## src/rtl/lpm_pkg.sv

```systemverilog
package lpm_pkg;
  localparam int ENTRY_W  = 32;
  localparam int LEAF_BIT = 31;
  localparam int RES_W    = 31;
  localparam int REM_W    = 16;
  localparam int LVL_W    = 2;
  localparam logic [LVL_W-1:0] LVL_FIRST = 2'd0;
  localparam logic [LVL_W-1:0] LVL_LAST  = 2'd2;
endpackage

```

## src/rtl/lpm_loop_fifo.sv

```systemverilog
module lpm_loop_fifo #(
  parameter int W     = 24,
  parameter int DEPTH = 4
) (
  input  logic         clk,
  input  logic         rst_n,
  input  logic         push,
  input  logic [W-1:0] din,
  input  logic         pop,
  output logic [W-1:0] dout,
  output logic         empty,
  output logic         space
);
  localparam int PW = (DEPTH > 1) ? $clog2(DEPTH) : 1;
  localparam int CW = $clog2(DEPTH + 1);

  logic [W-1:0]  store [DEPTH];
  logic [PW-1:0] wp, rp;
  logic [CW-1:0] cnt;
  logic          full;

  function automatic logic [PW-1:0] step(input logic [PW-1:0] p);
    return (p == PW'(DEPTH - 1)) ? '0 : p + PW'(1);
  endfunction

  assign full  = (cnt == CW'(DEPTH));
  assign empty = (cnt == '0);
  // a pop in this cycle frees a slot for a push in the same cycle
  assign space = !full || pop;
  assign dout  = store[rp];

  always_ff @(posedge clk) begin
    if (push) store[wp] <= din;
  end

  always_ff @(posedge clk or negedge rst_n) begin
    if (!rst_n) begin
      wp  <= '0;
      rp  <= '0;
      cnt <= '0;
    end else begin
      if (push) wp <= step(wp);
      if (pop)  rp <= step(rp);
      cnt <= cnt + CW'(push) - CW'(pop);
    end
  end

  p_no_overflow_r7: assert property (@(posedge clk) disable iff (!rst_n)
    push |-> (!full || pop));
  p_no_underflow_r10: assert property (@(posedge clk) disable iff (!rst_n)
    pop |-> !empty);
endmodule

```

## src/rtl/lpm_cbuf.sv

```systemverilog
module lpm_cbuf #(
  parameter int NTOK  = 8,
  parameter int RW    = 31,
  localparam int TW   = (NTOK > 1) ? $clog2(NTOK) : 1
) (
  input  logic          clk,
  input  logic          rst_n,
  input  logic          alloc,
  output logic          tok_ok,
  output logic [TW-1:0] alloc_tok,
  input  logic          put,
  input  logic [TW-1:0] put_tok,
  input  logic [RW-1:0] put_data,
  output logic          out_valid,
  input  logic          out_ready,
  output logic [RW-1:0] out_data
);
  localparam int CW = $clog2(NTOK + 1);

  logic [NTOK-1:0] filled;
  logic [RW-1:0]   slot [NTOK];
  logic [TW-1:0]   wi, ro;
  logic [CW-1:0]   cnt;
  logic            retire;

  function automatic logic [TW-1:0] step(input logic [TW-1:0] p);
    return (p == TW'(NTOK - 1)) ? '0 : p + TW'(1);
  endfunction

  assign tok_ok    = (cnt < CW'(NTOK));
  assign alloc_tok = wi;
  assign out_valid = filled[ro];
  assign out_data  = slot[ro];
  assign retire    = out_valid && out_ready;

  always_ff @(posedge clk) begin
    if (put) slot[put_tok] <= put_data;
  end

  always_ff @(posedge clk or negedge rst_n) begin
    if (!rst_n) begin
      filled <= '0;
      wi     <= '0;
      ro     <= '0;
      cnt    <= '0;
    end else begin
      if (retire) filled[ro] <= 1'b0;
      if (put)    filled[put_tok] <= 1'b1;
      if (alloc)  wi <= step(wi);
      if (retire) ro <= step(ro);
      cnt <= cnt + CW'(alloc) - CW'(retire);
    end
  end

  p_alloc_bound_r7: assert property (@(posedge clk) disable iff (!rst_n)
    alloc |-> tok_ok);
  p_put_free_slot_r6: assert property (@(posedge clk) disable iff (!rst_n)
    put |-> !filled[put_tok]);
  p_out_hold_r8: assert property (@(posedge clk) disable iff (!rst_n)
    (out_valid && !out_ready) |=> (out_valid && $stable(out_data)));
endmodule

```

## src/rtl/lpm_step.sv

```systemverilog
module lpm_step
  import lpm_pkg::*;
#(
  parameter int AW = 20
) (
  input  logic [ENTRY_W-1:0] entry,
  input  logic [LVL_W-1:0]   lvl,
  input  logic [REM_W-1:0]   rem,
  output logic               done,
  output logic [AW-1:0]      nxt_addr,
  output logic [LVL_W-1:0]   nxt_lvl,
  output logic [REM_W-1:0]   nxt_rem
);
  // the deepest level is final whatever its flag says
  assign done     = entry[LEAF_BIT] || (lvl == LVL_LAST);
  assign nxt_addr = entry[AW-1:0] + AW'(rem[REM_W-1 -: 8]);
  assign nxt_lvl  = lvl + LVL_W'(1);
  assign nxt_rem  = {rem[REM_W-9:0], 8'h00};
endmodule

```

## src/rtl/lpm_engine.sv

```systemverilog
module lpm_engine
  import lpm_pkg::*;
#(
  parameter int AW         = 20,
  parameter int FIFO_DEPTH = 4,
  parameter int NTOK       = 8
) (
  input  logic               clk,
  input  logic               rst_n,
  input  logic               req_valid,
  output logic               req_ready,
  input  logic [31:0]        req_addr,
  output logic               rsp_valid,
  input  logic               rsp_ready,
  output logic [RES_W-1:0]   rsp_result,
  output logic               mem_req_valid,
  input  logic               mem_req_ready,
  output logic [AW-1:0]      mem_req_addr,
  input  logic               mem_rsp_valid,
  output logic               mem_rsp_ready,
  input  logic [ENTRY_W-1:0] mem_rsp_data
);
  localparam int TW = (NTOK > 1) ? $clog2(NTOK) : 1;
  localparam int FW = TW + LVL_W + REM_W;

  logic [FW-1:0]    fifo_din, fifo_dout;
  logic             fifo_empty, fifo_space, fifo_push, fifo_pop;
  logic [TW-1:0]    hd_tok, new_tok;
  logic [LVL_W-1:0] hd_lvl, nxt_lvl;
  logic [REM_W-1:0] hd_rem, nxt_rem;
  logic [AW-1:0]    nxt_addr;
  logic             done, tok_ok;
  logic             recirc_want, recirc_fire, exit_fire, entry_want, enter_fire;

  assign {hd_tok, hd_lvl, hd_rem} = fifo_dout;

  lpm_step #(.AW(AW)) u_step (
    .entry(mem_rsp_data), .lvl(hd_lvl), .rem(hd_rem),
    .done(done), .nxt_addr(nxt_addr), .nxt_lvl(nxt_lvl), .nxt_rem(nxt_rem)
  );

  // arbitration: recirculation owns the RAM port when it needs it
  assign recirc_want = mem_rsp_valid && !done;
  assign recirc_fire = recirc_want && mem_req_ready;
  assign exit_fire   = mem_rsp_valid && done;
  assign entry_want  = req_valid && tok_ok && fifo_space && !recirc_want;
  assign enter_fire  = entry_want && mem_req_ready;

  assign req_ready     = enter_fire;
  assign mem_req_valid = recirc_want || entry_want;
  assign mem_req_addr  = recirc_want ? nxt_addr : AW'(req_addr[31:16]);
  assign mem_rsp_ready = exit_fire || recirc_fire;

  assign fifo_pop  = exit_fire || recirc_fire;
  assign fifo_push = enter_fire || recirc_fire;
  assign fifo_din  = recirc_fire ? {hd_tok, nxt_lvl, nxt_rem}
                                 : {new_tok, LVL_FIRST, req_addr[15:0]};

  lpm_loop_fifo #(.W(FW), .DEPTH(FIFO_DEPTH)) u_fifo (
    .clk(clk), .rst_n(rst_n), .push(fifo_push), .din(fifo_din),
    .pop(fifo_pop), .dout(fifo_dout), .empty(fifo_empty), .space(fifo_space)
  );

  lpm_cbuf #(.NTOK(NTOK), .RW(RES_W)) u_cbuf (
    .clk(clk), .rst_n(rst_n), .alloc(enter_fire), .tok_ok(tok_ok),
    .alloc_tok(new_tok), .put(exit_fire), .put_tok(hd_tok),
    .put_data(mem_rsp_data[RES_W-1:0]), .out_valid(rsp_valid),
    .out_ready(rsp_ready), .out_data(rsp_result)
  );

  p_entry_first_level_r1: assert property (@(posedge clk) disable iff (!rst_n)
    (req_valid && req_ready) |->
      (mem_req_valid && mem_req_ready && mem_req_addr == AW'(req_addr[31:16])));
  p_recirc_wins_r4: assert property (@(posedge clk) disable iff (!rst_n)
    (mem_rsp_valid && !mem_rsp_data[LEAF_BIT] && hd_lvl != LVL_LAST) |-> !req_ready);
  p_rsp_has_owner_r10: assert property (@(posedge clk) disable iff (!rst_n)
    mem_rsp_valid |-> !fifo_empty);
  p_exit_frees_port_r5: assert property (@(posedge clk) disable iff (!rst_n)
    (mem_rsp_valid && mem_rsp_data[LEAF_BIT]) |-> mem_rsp_ready);
endmodule

```

## config.mk

```make
export PLATFORM = sky130hd
export DESIGN_NAME = lpm_engine
export DESIGN_NICKNAME = d
export VERILOG_FILES = /design/src/rtl/lpm_pkg.sv /design/src/rtl/lpm_loop_fifo.sv /design/src/rtl/lpm_cbuf.sv /design/src/rtl/lpm_step.sv /design/src/rtl/lpm_engine.sv
export SDC_FILE = /design/constraint.sdc
export NUM_CORES = 1
export LEC_CHECK = 0
export BUFFER_PORTS_ARGS = -buffer_cell sky130_fd_sc_hd__buf_2
export CAP_MARGIN = 20
export CORE_MARGIN = 4
export CORE_UTILIZATION = 54
export DETAILED_ROUTE_END_ITERATION = 8
export PLACE_DENSITY = 0.81
export SETUP_SLACK_MARGIN = 0.15
export SYNTH_ARGS = -nofsm -noshare
export SYNTH_HDL_FRONTEND = slang
export SYNTH_SLANG_ARGS = --single-unit
```

## constraint.sdc

```tcl
create_clock -name clk -period 3.8 [get_ports clk]
set_clock_uncertainty 0.1 [all_clocks]
set_input_delay 0.38 -clock clk [delete_from_list [all_inputs] [get_ports clk]]
set_output_delay 0.38 -clock clk [all_outputs]
set_load 0.01 [all_outputs]
```

Yosys cells after proc, flatten, opt, wreduce, memory -nomap -nowiden. Memory sizes are Yosys's and may differ from the RTL's. Index checks and enable logic that the tools add are counted. W data, S select, Z words.

Flip-flop bits (word level): 25. Memory bits (writable): 332. Input bits: 70. Output and inout port bits: 55. Logic and storage cells: 69. Memories kept: 2.

Memories: u_cbuf.slot (words 8, bits a word 31, read ports 1, clocked after Yosys merged registers in 0, wr ports 1, line lpm_cbuf.sv:21) `logic [RW-1:0] slot [NTOK];`; u_fifo.store (words 4, bits a word 21, read ports 1, clocked after Yosys merged registers in 0, wr ports 1, line lpm_loop_fifo.sv:17) `logic [W-1:0] store [DEPTH];`.

$add $sub $neg: 10. Magnitude comparators: 5. Equal/unequal tests: 6. Mux-type cells: 18. Bitwise gates (word level): 3. Reductions and logical operators: 18.

Operators with widths (count): $mux W21 (1); $add A20 B8 Y20 (1); $mux W20 (1); $mux W8 (2); $logic_and A1 B1 Y1 (10); $eq A3 B3 Y1 const B (3); $and A8 B8 Y8 (1); $lt A3 B4 Y1 const B (2); $not A8 Y8 (1); $or A8 B8 Y8 (1); $mux W1 (7); $add A2 B1 Y2 const B (3); $add A3 B1 Y3 const B (2); $demux W1 S3 (2); $eq A2 B2 Y1 const B (3); $ge A3 B1 Y1 const B (2); $mux W3 (2); $logic_or A1 B1 Y1 (5); $add A4 B1 Y4 (1); $lt A4 B4 Y1 const B (1); $mux W2 (2); $sub A4 B1 Y4 (1); $add A3 B1 Y3 (1); $bmux W1 S3 (1); other kinds (2) (4).

Depth between registers and ports, before layout. An unclocked memory read counts as a cell.

Word-level depth: 14. Gate-level depth with buffers: 13. Gate-level depth less buffers: 11.

Hierarchy. From an unflattened synthesis, not the netlist that was laid out.

Cell total of the unflattened synthesis: 873. Area total of the unflattened synthesis: 15117.0 sq um.

By module, submodules not included: lpm_cbuf (times used 1, cells an instance 578, area an instance 10293.6 sq um, sequential area each 7897.6 sq um); lpm_loop_fifo (times used 1, cells an instance 146, area an instance 3479.6 sq um, sequential area each 2697.6 sq um); lpm_step (times used 1, cells an instance 94, area an instance 757.0 sq um, sequential area each 0.0 sq um); lpm_engine (times used 1, cells an instance 55, area an instance 586.8 sq um, sequential area each 0.0 sq um).

Worst setup path before layout. Ideal clock, no wire load.

Path kind: register to register. From: register u_fifo.rp[0]. To: memory u_cbuf.slot[4][0], enable pin. Library setup time: 0.419 ns. Arrival time: 3.433 ns. Required time: 3.281 ns. Slack: -0.152 ns. Stages on the path, launching flop included: 10. Buffers on the path: 3. Clock period less this slack: 3.952 ns. Path through: dfrtp_1 > buf_6 > buf_2 > mux4_2 > inv_1 > ha_1 > nor2_1 > or3b_1 > buf_6 > nor2_1.

Word-level cells in the longest chain between the ends: 6.

Ends and longest elaborated chain: start, declared (line lpm_loop_fifo.sv:18) `logic [PW-1:0] wp, rp;`; start signal, assigned (line lpm_loop_fifo.sv:43) `if (pop) rp <= step(rp);`; $mem_v2 Z4 W21 (*); $eq A2 B2 Y1 (line lpm_step.sv:15) `assign done = entry[LEAF_BIT] || (lvl == LVL_LAST);`; $logic_or A1 B1 Y1 (line lpm_step.sv:15); $logic_and A1 B1 Y1 (line lpm_engine.sv:45) `assign exit_fire = mem_rsp_valid && done;`; $mux W1 (line lpm_cbuf.sv:37) `if (put) slot[put_tok] <= put_data;`; $mux W1 (implied by the code) (line lpm_cbuf.sv:37); end, declared (line lpm_cbuf.sv:21).

Every way passes the cells marked *; elsewhere a longest branch is shown, timed or not.

Final worst setup path.
From: register u_fifo.rp[0]. To: output mem_req_addr[7].

Word-level cells in the longest chain between the ends: 6. Elaborated cells on any way between the ends: 7. Classes of those cells: add/sub: 1; eq/ne: 1; mux: 1; reduce/logical: 3; memory: 1.

Ends and longest elaborated chain: $mem_v2 Z4 W21 (*); branches (longest 4 deep; another with $add A20 B8 Y20); $mux W20 (*) (line lpm_engine.sv:51) `assign mem_req_addr = recirc_want ? nxt_addr : AW'(req_addr[31:16]);`; end, declared (line lpm_engine.sv:18) `output logic [AW-1:0] mem_req_addr,`.

Every way passes the cells marked *.

==> impl_results.md <==
* Status: finished clean
* Syn Std Cell Area at 14770 sq um
* Critical Path Start Type: register
* Root Driver: clkbuf_16
* Number of global-route vias before repair at roughly 9000
* Met2 Wirelength at ~16 mm
* I/O Buffers at between 100 and 150
* Setup crit end kind: output pin
* Net count reported at finish at between 1000 and 1500
* FFs w/ async S/R, synth at between 7 and 8%
* CP arrival at between 3 and 4 ns
* Synth unique cells at 65
* Slew Viols, Final at 0
* Fmax at between 200 and 300 MHz
* Via density at about 6.3
* CTS tree: done
* Setup Crit Path Kind: reg2out
* First-pass GRT wire length at a little over 50 mm
* CTS sink cnt at about 360
* Post-Route M1 WL at 13.41 mm
* Worst skew pair latency at approximately 0.52 ns
* DRC errors left at 0
* Yosys warns at 0
* Dpl ws at ~0.26 ns
* FP Rows at 60
* Max_cap viols at 0
* Final setup fails at 0
* Synthesized instance count at roughly 880
* Clk slew on worst S/H paths at about 0.06 ns
* CORE AREA at 26950 sq um
* GRT Util Overall at between 20% and 30%
* WP data required at between 3 and 4 ns
* Total power at around 13000 uW
* Final Critical Period at 3.717 ns
* Final ANT Viol Nets at 0
* Vert. Die Dim at ~170 microns
* Die W at about 170 microns
* Routed WL at roughly 34 mm
* Initial drt markers at about 1100
* Ys flop type: edfxtp_1
* Mean area per synthesized cell at between 15 and 20 sq um
* RSZ-0062 raised after global routing: yes
* Router iterations before antenna repair at 6
* Die area at between 30000 and 40000 sq um
* Final Hold Viols at 0
* H-tree depth at 2
* Post-synth EDFFs at 332
* Met3 wire length at 3.162 mm
* Syn nets at 974
* Slew @ Worst Pin at roughly 1.1 ns
* GP Congestion at ~0.80
* DR top layer: met5
* Crit-path max FO at 7
* Pwr Density at roughly 760 nW/um^2
* Layout cells sized above 1 at about 32%
* Leakage Power at between 0.006 and 0.007 uW
* Worst VDD drop at 360.8 uV
* Seq/Total Area, Yosys at roughly 72%
* Clock Path Buffers at 3
* HP Class: in2reg
* Remaining Overflow, GRT at 0
* Largest net degree at the start of global routing at 42
* Routed length per instance at ~24 microns
* Setup WS post-layout at about 0.083 ns
* HPWL Detailed at around 20 mm
* IO Pins at roughly 130
* Antenna violations before repair at 1
* Starting Density at a little over half
* Diode count at 0
* Via count at a little under 9000
* #FFs+latches synth at between 300 and 400
* Max_slew headroom at around 24%
* Cts bufs inserted at 36
* Fin crit share at between 90% and 100%
* Syn-to-layout area delta at 18.29%
==> per-stage QoR <==
step	std cells	area, sq um	hold WS, ns	TNS (ns)	utilization [%]
after global routing	1410	17470	0.01623	-0.04879	64.81
after global placement	1333	15960	0.3183	0	59.21
after detailed placement	1333	15960	0.3175	0	59.21
final	1410	17470	0.02658	0	64.81
after CTS	1402	17250	0.01394	0	63.99
after floorplan	877	14770	-0.01559	-14.17	-
==> Yosys cell counts, types with 3 or more instances <==
library cell    n  share of area [%]
buf_2          19               0.64
or3_1           3               0.13
nand3_1        19               0.64
a21oi_1        18               0.61
nand2b_1        3               0.13
xor2_1          4               0.24
o21ai_0        31                1.1
a221oi_1       27                1.6
mux2i_1         9               0.61
xnor2_1        16               0.95
mux2_1          3               0.23
dfrtp_1        25                4.2
buf_1           3              0.076
inv_1          26               0.66
clkbuf_1       13               0.33
a222oi_1        3               0.20
nand2_1        59                1.5
mux4_2         42                6.4
a211oi_1        5               0.25
nor2_1         31               0.79
a21o_1          6               0.31
a221o_1         4               0.27
and3_1          7               0.30
edfxtp_1      332                 68
fa_1            3               0.41
o21ai_1        24               0.81
ha_1           24                2.0
a22oi_1        16               0.81
o22ai_1         3               0.13
nor2b_1        10               0.42
nor3b_1         3               0.15
a22o_1          3               0.18
nor3_1          9               0.31
mux2_2         36                2.7
==> critical path: stages, from the launching register on <==
cell and delay (ns):
dfrtp_2 0.43, buf_8 0.16, mux4_2 0.54, ha_4 0.34
nand4_1 0.17, nand3_2 0.16, a21oi_1 0.10, or4b_1 0.55
nand3_2 0.12, buf_2 0.15
==> cells by family after synthesis <==
logic type,synth area share [%]
multiplexers,10.17
adder cells (fa/ha/maj),2.440
flip-flops,71.75
XOR/XNOR,1.186
buffers and inverters,2.084
AND/OR/NAND/NOR,5.262
AO/OA/AOI/OAI,7.109
==> layout by cell type, fill, tap and decap left out, drive strengths merged, types with 5 or more instances in the layout <==
cell	count
clkbuf	44
nor2	34
a22oi	16
ha	24
and3	7
a221oi	27
buf	167
inv	29
nand2	60
a21oi	18
mux2	39
xnor2	16
o21ai	55
a211oi	5
nor3	9
mux2i	9
clkinv	17
a21o	6
nor2b	10
dfrtp	25
nand3	19
mux4	43
edfxtp	332
==> power breakdown <==
| group | switching (uW) | internal, uW | total, uW | leakage, uW |
|---|---|---|---|---|
| clock network | 1420 | 1820 | 3240 | 0.000518 |
| registers | 272 | 4930 | 5210 | 0.00330 |
| logic | 2860 | 2010 | 4870 | 0.00229 |
==> repair_timing <==
item                                   CTS  global route
endpoints found under the hold margin   25             0
pin swaps                                6            17
setup buffers                            4             5
hold buffers                             1             0
resized for setup                       29            23
setup endpoints to repair               13            17
==> flip-flops by register name, indices dropped and copies added, names as in the netlist <==
| name | flops |
|---|---|
| u_cbuf.slot | 248 |
| u_fifo.store | 84 |
| u_fifo.wp | 2 |
| u_cbuf.cnt | 4 |
| u_cbuf.alloc_tok | 3 |
| u_fifo.rp | 2 |
| u_fifo.cnt | 3 |
| u_cbuf.ro | 3 |
| u_cbuf.filled | 8 |
==> final cells by class <==
type | count | area (sq um)
Sequential cell | 357 | 10600
Fill cell | 1787 | 9484
Multi-Input combinational cell | 451 | 4178
Timing Repair Buffer | 169 | 1087
Clock buffer | 43 | 927.1
Tap cell | 341 | 426.7
Clock inverter | 21 | 141.4
Inverter | 28 | 105.1
==> path summary, 6_finish.rpt <==
check / start / endpoint / slack, ns / cells after the start
setup reg to reg: u_fifo.rp[0] / u_fifo.store[0][10] / 0.47 / 8
max in group asynchronous: rst_n / u_fifo.rp[0] / 2.82 / 2
hold / removal: mem_rsp_data[27] / u_cbuf.slot[0][27] / 0.03 / 1
hold reg to reg: u_cbuf.filled[4] / u_cbuf.filled[4] / 0.40 / 2
min in group asynchronous: rst_n / u_cbuf.filled[2] / 0.33 / 2
setup / recovery: u_fifo.rp[0] / mem_req_addr[7] / 0.08 / 9
==> per-layer routing <==
layer	global-route usage [%]	vias to the layer above
met1	30.81	4417
met4	8.813	2
met2	35.15	516
li1	-	3812
met5	0	-
met3	4.907	94
No activity file was read; power rests on OpenSTA's default activity.
